### src/rtl/i2c_regport_pkg.sv
package i2c_regport_pkg;

    localparam int BYTE_W = 8;
    localparam int CNT_W  = 4;

    typedef enum logic [2:0] {
        PH_IDLE,
        PH_ADDR,
        PH_PTR,
        PH_WDATA,
        PH_ACK,
        PH_TX,
        PH_TXACK,
        PH_SKIP
    } phase_e;

    typedef struct packed {
        phase_e              phase;
        phase_e              after;
        logic [CNT_W-1:0]    bits;
        logic [BYTE_W-1:0]   shreg;
        logic                sda_oe;
        logic                we;
        logic [BYTE_W-1:0]   wdata;
    } fsm_s;

endpackage

### src/rtl/i2c_line_sampler.sv
module i2c_line_sampler #(
    parameter int STAGES = 2
) (
    input  logic clk,
    input  logic rst_n,
    input  logic scl_in,
    input  logic sda_in,
    output logic scl_o,
    output logic sda_o,
    output logic scl_rise,
    output logic scl_fall,
    output logic start_det,
    output logic stop_det
);

    logic [STAGES-1:0] scl_pipe_q;
    logic [STAGES-1:0] sda_pipe_q;
    logic              scl_prev_q;
    logic              sda_prev_q;

    for (genvar i = 0; i < STAGES; i++) begin : g_stage
        if (i == 0) begin : g_first
            always_ff @(posedge clk or negedge rst_n) begin
                if (!rst_n) begin
                    scl_pipe_q[i] <= 1'b1;
                    sda_pipe_q[i] <= 1'b1;
                end else begin
                    scl_pipe_q[i] <= scl_in;
                    sda_pipe_q[i] <= sda_in;
                end
            end
        end else begin : g_next
            always_ff @(posedge clk or negedge rst_n) begin
                if (!rst_n) begin
                    scl_pipe_q[i] <= 1'b1;
                    sda_pipe_q[i] <= 1'b1;
                end else begin
                    scl_pipe_q[i] <= scl_pipe_q[i-1];
                    sda_pipe_q[i] <= sda_pipe_q[i-1];
                end
            end
        end
    end

    always_ff @(posedge clk or negedge rst_n) begin
        if (!rst_n) begin
            scl_prev_q <= 1'b1;
            sda_prev_q <= 1'b1;
        end else begin
            scl_prev_q <= scl_pipe_q[STAGES-1];
            sda_prev_q <= sda_pipe_q[STAGES-1];
        end
    end

    assign scl_o     = scl_pipe_q[STAGES-1];
    assign sda_o     = sda_pipe_q[STAGES-1];
    assign scl_rise  = scl_o & ~scl_prev_q;
    assign scl_fall  = ~scl_o & scl_prev_q;
    assign start_det = scl_o & scl_prev_q & sda_prev_q & ~sda_o;
    assign stop_det  = scl_o & scl_prev_q & ~sda_prev_q & sda_o;

endmodule

### src/rtl/i2c_ptr_unit.sv
module i2c_ptr_unit #(
    parameter int PTR_W = 7
) (
    input  logic             clk,
    input  logic             rst_n,
    input  logic             load,
    input  logic [PTR_W-1:0] load_ptr,
    input  logic             load_incr,
    input  logic             step,
    output logic [PTR_W-1:0] ptr,
    output logic             incr
);

    logic [PTR_W-1:0] ptr_d, ptr_q;
    logic             incr_d, incr_q;

    always_comb begin
        ptr_d  = ptr_q;
        incr_d = incr_q;
        if (load) begin
            ptr_d  = load_ptr;
            incr_d = load_incr;
        end else if (step && incr_q) begin
            ptr_d = ptr_q + {{(PTR_W-1){1'b0}}, 1'b1};
        end
    end

    always_ff @(posedge clk or negedge rst_n) begin
        if (!rst_n) begin
            ptr_q  <= '0;
            incr_q <= 1'b0;
        end else begin
            ptr_q  <= ptr_d;
            incr_q <= incr_d;
        end
    end

    assign ptr  = ptr_q;
    assign incr = incr_q;

    AST_PTR_WRAP: assert property (@(posedge clk) disable iff (!rst_n)
        (step && incr_q && !load && ptr_q == {PTR_W{1'b1}}) |=> (ptr_q == '0));
    AST_PTR_STEP: assert property (@(posedge clk) disable iff (!rst_n)
        (step && incr_q && !load) |=> (ptr_q == $past(ptr_q) + 1'b1));
    AST_PTR_HOLD: assert property (@(posedge clk) disable iff (!rst_n)
        (!load && !(step && incr_q)) |=> ($stable(ptr_q) && $stable(incr_q)));

endmodule

### src/rtl/regbus_i2c_target.sv
module regbus_i2c_target
    import i2c_regport_pkg::*;
#(
    parameter logic [6:0] DEV_ADDR    = 7'h40,
    parameter int         PTR_W       = 7,
    parameter int         SYNC_STAGES = 2
) (
    input  logic              clk,
    input  logic              rst_n,
    input  logic              scl_in,
    input  logic              sda_in,
    output logic              sda_oe,
    output logic [PTR_W-1:0]  reg_addr,
    output logic [BYTE_W-1:0] reg_wdata,
    output logic              reg_we,
    input  logic [BYTE_W-1:0] reg_rdata
);

    localparam logic [CNT_W-1:0] BITS_FULL = CNT_W'(BYTE_W);
    localparam logic [CNT_W-1:0] BIT_ONE   = CNT_W'(1);

    fsm_s q, n;

    logic scl_s, sda_s, scl_rise, scl_fall, start_det, stop_det;
    logic ptr_load, ptr_step, ptr_incr;
    logic [PTR_W-1:0] ptr;
    logic addr_hit;

    i2c_line_sampler #(.STAGES(SYNC_STAGES)) u_sampler (
        .clk       (clk),
        .rst_n     (rst_n),
        .scl_in    (scl_in),
        .sda_in    (sda_in),
        .scl_o     (scl_s),
        .sda_o     (sda_s),
        .scl_rise  (scl_rise),
        .scl_fall  (scl_fall),
        .start_det (start_det),
        .stop_det  (stop_det)
    );

    i2c_ptr_unit #(.PTR_W(PTR_W)) u_ptr (
        .clk       (clk),
        .rst_n     (rst_n),
        .load      (ptr_load),
        .load_ptr  (q.shreg[PTR_W-1:0]),
        .load_incr (q.shreg[BYTE_W-1]),
        .step      (ptr_step),
        .ptr       (ptr),
        .incr      (ptr_incr)
    );

    assign addr_hit = (q.shreg[BYTE_W-1:1] == DEV_ADDR);

    always_comb begin
        n        = q;
        n.we     = 1'b0;
        ptr_load = 1'b0;
        ptr_step = q.we;
        if (stop_det) begin
            n.phase  = PH_IDLE;
            n.sda_oe = 1'b0;
            n.bits   = '0;
        end else if (start_det) begin
            n.phase  = PH_ADDR;
            n.sda_oe = 1'b0;
            n.bits   = '0;
        end else begin
            unique case (q.phase)
                PH_ADDR, PH_PTR, PH_WDATA: begin
                    if (scl_rise && q.bits != BITS_FULL) begin
                        n.shreg = {q.shreg[BYTE_W-2:0], sda_s};
                        n.bits  = q.bits + BIT_ONE;
                    end else if (scl_fall && q.bits == BITS_FULL) begin
                        n.bits   = '0;
                        n.sda_oe = 1'b1;
                        n.phase  = PH_ACK;
                        if (q.phase == PH_ADDR) begin
                            if (addr_hit) begin
                                n.after = q.shreg[0] ? PH_TX : PH_PTR;
                            end else begin
                                n.phase  = PH_SKIP;
                                n.sda_oe = 1'b0;
                            end
                        end else if (q.phase == PH_PTR) begin
                            ptr_load = 1'b1;
                            n.after  = PH_WDATA;
                        end else begin
                            n.we    = 1'b1;
                            n.wdata = q.shreg;
                            n.after = PH_WDATA;
                        end
                    end
                end
                PH_ACK: begin
                    if (scl_fall) begin
                        n.phase  = q.after;
                        n.bits   = '0;
                        n.sda_oe = 1'b0;
                        if (q.after == PH_TX) begin
                            n.shreg  = reg_rdata;
                            n.sda_oe = ~reg_rdata[BYTE_W-1];
                            n.bits   = BIT_ONE;
                        end
                    end
                end
                PH_TX: begin
                    if (scl_fall) begin
                        if (q.bits == BITS_FULL) begin
                            n.sda_oe = 1'b0;
                            n.phase  = PH_TXACK;
                            ptr_step = 1'b1;
                        end else begin
                            n.sda_oe = ~q.shreg[BYTE_W-2];
                            n.shreg  = {q.shreg[BYTE_W-2:0], 1'b0};
                            n.bits   = q.bits + BIT_ONE;
                        end
                    end
                end
                PH_TXACK: begin
                    if (scl_rise) begin
                        if (sda_s) begin
                            n.phase = PH_SKIP;
                        end else begin
                            n.phase = PH_ACK;
                            n.after = PH_TX;
                        end
                    end
                end
                default: ;
            endcase
        end
    end

    always_ff @(posedge clk or negedge rst_n) begin
        if (!rst_n) begin
            q.phase  <= PH_IDLE;
            q.after  <= PH_IDLE;
            q.bits   <= '0;
            q.shreg  <= '0;
            q.sda_oe <= 1'b0;
            q.we     <= 1'b0;
            q.wdata  <= '0;
        end else begin
            q <= n;
        end
    end

    assign sda_oe    = q.sda_oe;
    assign reg_we    = q.we;
    assign reg_wdata = q.wdata;
    assign reg_addr  = ptr;

    AST_OE_SCL_LOW: assert property (@(posedge clk) disable iff (!rst_n)
        !$stable(q.sda_oe) |-> !scl_s);
    AST_WE_PULSE: assert property (@(posedge clk) disable iff (!rst_n)
        reg_we |=> !reg_we);
    AST_WE_WITH_ACK: assert property (@(posedge clk) disable iff (!rst_n)
        reg_we |-> sda_oe);
    AST_QUIET_RELEASED: assert property (@(posedge clk) disable iff (!rst_n)
        (q.phase == PH_IDLE || q.phase == PH_SKIP) |-> !sda_oe);
    AST_NO_WRITE_SKIP: assert property (@(posedge clk) disable iff (!rst_n)
        (q.phase == PH_SKIP) |-> !reg_we);
    AST_INCR_STABLE: assert property (@(posedge clk) disable iff (!rst_n)
        (!ptr_load) |=> $stable(ptr_incr));

endmodule

### config.mk
export PLATFORM = sky130hd
export DESIGN_NAME = regbus_i2c_target
export DESIGN_NICKNAME = d
export VERILOG_FILES = /design/src/rtl/i2c_regport_pkg.sv /design/src/rtl/i2c_line_sampler.sv /design/src/rtl/i2c_ptr_unit.sv /design/src/rtl/regbus_i2c_target.sv
export SDC_FILE = /design/constraint.sdc
export NUM_CORES = 1
export LEC_CHECK = 0
export BUFFER_PORTS_ARGS = -buffer_cell sky130_fd_sc_hd__buf_2
export CORE_MARGIN = 1.5
export CORE_UTILIZATION = 51
export DETAILED_ROUTE_END_ITERATION = 8
export PLACE_DENSITY = 0.77
export SYNTH_ARGS = -nofsm -noshare
export SYNTH_HDL_FRONTEND = slang
export SYNTH_SLANG_ARGS = --single-unit
### constraint.sdc
create_clock -name clk -period 6 [get_ports clk]
set_clock_uncertainty 0.2 [all_clocks]
set_input_delay 0.6 -clock clk [delete_from_list [all_inputs] [get_ports clk]]
set_output_delay 0.6 -clock clk [all_outputs]
set_load 0.1 [all_outputs]
==> results by group <==
Status
  • Run status: complete, no violations

Routing
  • Final wirelength: around 4.3 mm
  • DR iter-0 viols: between 100 and 150
  • Routed wire length per instance: approximately 15 um
  • Post-route ant nets: 0
  • DRC violation count after routing: 0
  • Via-per-instance ratio: 5.83
  • Via Count: between 1.5k and 2k
  • First-pass iteration count of the detailed router: 5

Min path
  • HP Class: register to register

Logic synthesis
  • Cell Area, Synth: approximately 2200 sq um
  • Seq cells post-synth: between 40 and 50
  • EDFF count, synth: 0
  • Cell count after synthesis: between 200 and 250
  • Post-synthesis sequential area ratio: 0.482
  • Syn nets: 228
  • Distinct cells, synth: 46
  • Count leader, synth: dfrtp_1
  • Yosys synthesis warning count: 0
  • Post-synth ARST share: 1.00
  • Most frequent cells after synthesis: 36 x dfrtp_1, 19 x nor2_1, 13 x a21oi_1, 13 x nand2_1, 12 x mux2_2
  • Mean Syn Cell Area: between 10 and 15 sq um
  • Post-synth top area share: 0.410
  • Largest area contributor in the synthesized netlist: dfrtp_1
  • Ys flop type: dfrtp_1
  • Synth top area cells: dfrtp_1 41%, dfstp_2 7.2%, mux2_2 6.2%

STA
  • Period minus WS final: between 2000 and 2500 ps
  • Final setup violation count: 0
  • RSZ-0062 raised after global routing: no
  • Final count of hold timing violations: 0
  • Slew HR: 0.406
  • Final Cycle Share: 0.402
  • Peak Freq: just over 0.4 GHz
  • Sum Neg Setup Slack: 0 ps
  • Final Max Slew Viols: 0
  • Worst-Margin Slew: roughly 890 ps

Clock network
  • CTS buffer count: 5
  • Hold_buf cts: 0
  • H-tree Lvls: 2
  • Bufs on Longest Clock Path: 2
  • Post_cts resized: 0
  • Post-CTS Setup Repair Bufs: 0
  • Clock sink total: 42
  • Worst skew pair latency: roughly 300 ps
  • Clock root cell: clkbuf_8
  • TritonCTS clock tree: yes
  • Clk pin slew, worst setup/hold paths: approximately 80 ps

Floorplan
  • Die X: 68.6 um
  • CORE AREA: 4060 sq um
  • Die Y: between 60 and 70 um
  • Die Area: roughly 4700 sq um
  • Std-Cell Rows: 23
  • Initial Util: 0.541
  • I/O pin total: 29

Job
  • Max cap viols: 0

Place
  • Post-DP HPWL: roughly 3.0 mm
  • DP Area: around 2300 sq um
  • I/O Buffers: 28
  • Gpl congestion: 0.827

Global routing
  • Initial antenna violation count: 0
  • Pin count of the biggest net entering global routing: between 40 and 50
  • Vias in the first global route: 1526
  • First-pass GRT wire length: 7.21 mm
  • Gr usage total: 0.213
  • Grt total ovfl: 0

Critical path
  • R2R Setup Slk: approximately 3600 ps
  • Crit end category: register
  • Max FO, Critical Path: 5
  • Worst Path Required: roughly 6000 ps
  • CP Class: register to register
  • Worst Path Arrival: ~2400 ps
  • Setup crit start kind: register

Finish
  • Post-Route Utilization: 0.595
  • Layout Nets: around 250
  • Layout area overhead: 9.92%
  • Share of cells above drive strength 1: 0.249
  • Post-layout instance area: between 2000 and 2500 sq um
  • Fillers: 353
  • Inserted Diodes: 0

Pwr
  • Sw Ratio: 0.284
  • Max VDD drop: 0.000189 V
  • Leak Pwr: around 1.1 nW
  • Pint: approximately 480 uW
  • Switching pwr: between 150 and 200 uW
  • Total Power: roughly 670 uW
  • Pwr per Cell Area: roughly 280 nW/um^2
  • Clock power frac: 0.334
  • Part of the power in registers: 0.535
  • Combinational share of power: 0.131
-- flip-flops by register name, indices dropped and copies added, names as in the netlist --
register and count:
q 18, u_sampler.scl_o 1, reg_wdata 8, u_ptr.incr 1, u_sampler.sda_pipe_q 1, u_sampler.scl_prev_q 1
sda_oe 1, reg_we 1, u_ptr.ptr 7, u_sampler.sda_prev_q 1, u_sampler.sda_o 1, u_sampler.scl_pipe_q 1
-- cells in the final DEF, fill, tap and decap left out, types with 4 or more instances in the layout --
| master | n |
|---|---|
| nand2b_1 | 4 |
| dfstp_2 | 6 |
| nor2_1 | 19 |
| buf_2 | 28 |
| clkbuf_8 | 5 |
| mux2_2 | 12 |
| o21ai_0 | 10 |
| nor3b_1 | 4 |
| nand3_1 | 7 |
| a21oi_1 | 13 |
| and3_1 | 5 |
| dfrtp_1 | 36 |
| nand3b_1 | 4 |
| nand2_1 | 13 |
| xor2_1 | 6 |
| nor3_1 | 7 |
| a22oi_1 | 8 |
| nor2b_1 | 6 |
-- critical path: stages, from the launching register on --
cell and delay (ps):
dfrtp_1 430, inv_1 80, ha_1 150, nand3b_1 140, nor3_1 520, a21oi_1 150, nor2_1 260, mux2_2 370
-- power by group through the flow --
stage                     logic (mW)  clock network, mW  registers (mW)
after detailed placement      0.0862                  0           0.361
after global placement        0.0840                  0           0.361
after CTS                     0.0877              0.229           0.356
final                         0.0877              0.223           0.357
after floorplan               0.0705                  0           0.344
after global routing           0.100              0.243           0.363
-- final timing paths --
path / to / depth (start not counted) / from
worst max register to register: q[23] / 7 / q[18]
max in group asynchronous: q[25] / 1 / rst_n
min in group asynchronous: reg_wdata[3] / 1 / rst_n
worst max-delay path: q[23] / 7 / q[18]
worst min-delay path: u_sampler.scl_o / 0 / u_sampler.scl_pipe_q[0]
worst min register to register: u_sampler.scl_o / 0 / u_sampler.scl_pipe_q[0]
-- per-stage QoR --
stage | setup slack [ps] | instances | hold WS (ps)
2_1_floorplan | 3660 | 213 | 104
3_3_place_gp | 3710 | 275 | 146
3_5_place_dp | 3660 | 275 | 148
4_1_cts | 3590 | 283 | 159
5_1_grt | 3430 | 283 | 162
6_report | 3590 | 283 | 157
-- cell families after synthesis --
logic type / Yosys count / synth area share
buffers and inverters: 19 / 0.0496
and+or+nand+nor: 80 / 0.202
xor gates and xnor gates: 7 / 0.0279
DFF: 42 / 0.482
AOI/OAI and AO/OA: 47 / 0.145
muxes: 15 / 0.0753
adders and majority gates: 3 / 0.0171
-- cell type report --
cell class | instances | area, sq um | area share
clock buffers | 5 | 68.8 | 0.0285
clock inverters | 3 | 43.8 | 0.0182
inverters | 3 | 11.3 | 0.00467
multi-input cells | 152 | 1030 | 0.426
flip-flops and latches | 42 | 1060 | 0.439
well taps | 50 | 62.6 | 0.0259
repair buffers | 28 | 140 | 0.0581
-- routing by layer --
layer  track usage  vias up  routed length, um
met1         0.296      784               1990
met3        0.0552        7                290
met5             0        -                  0
met4        0.0875        0                 71
met2         0.316       58               1940
li1              -      801                  -
Power figures use the tool's default switching activity.
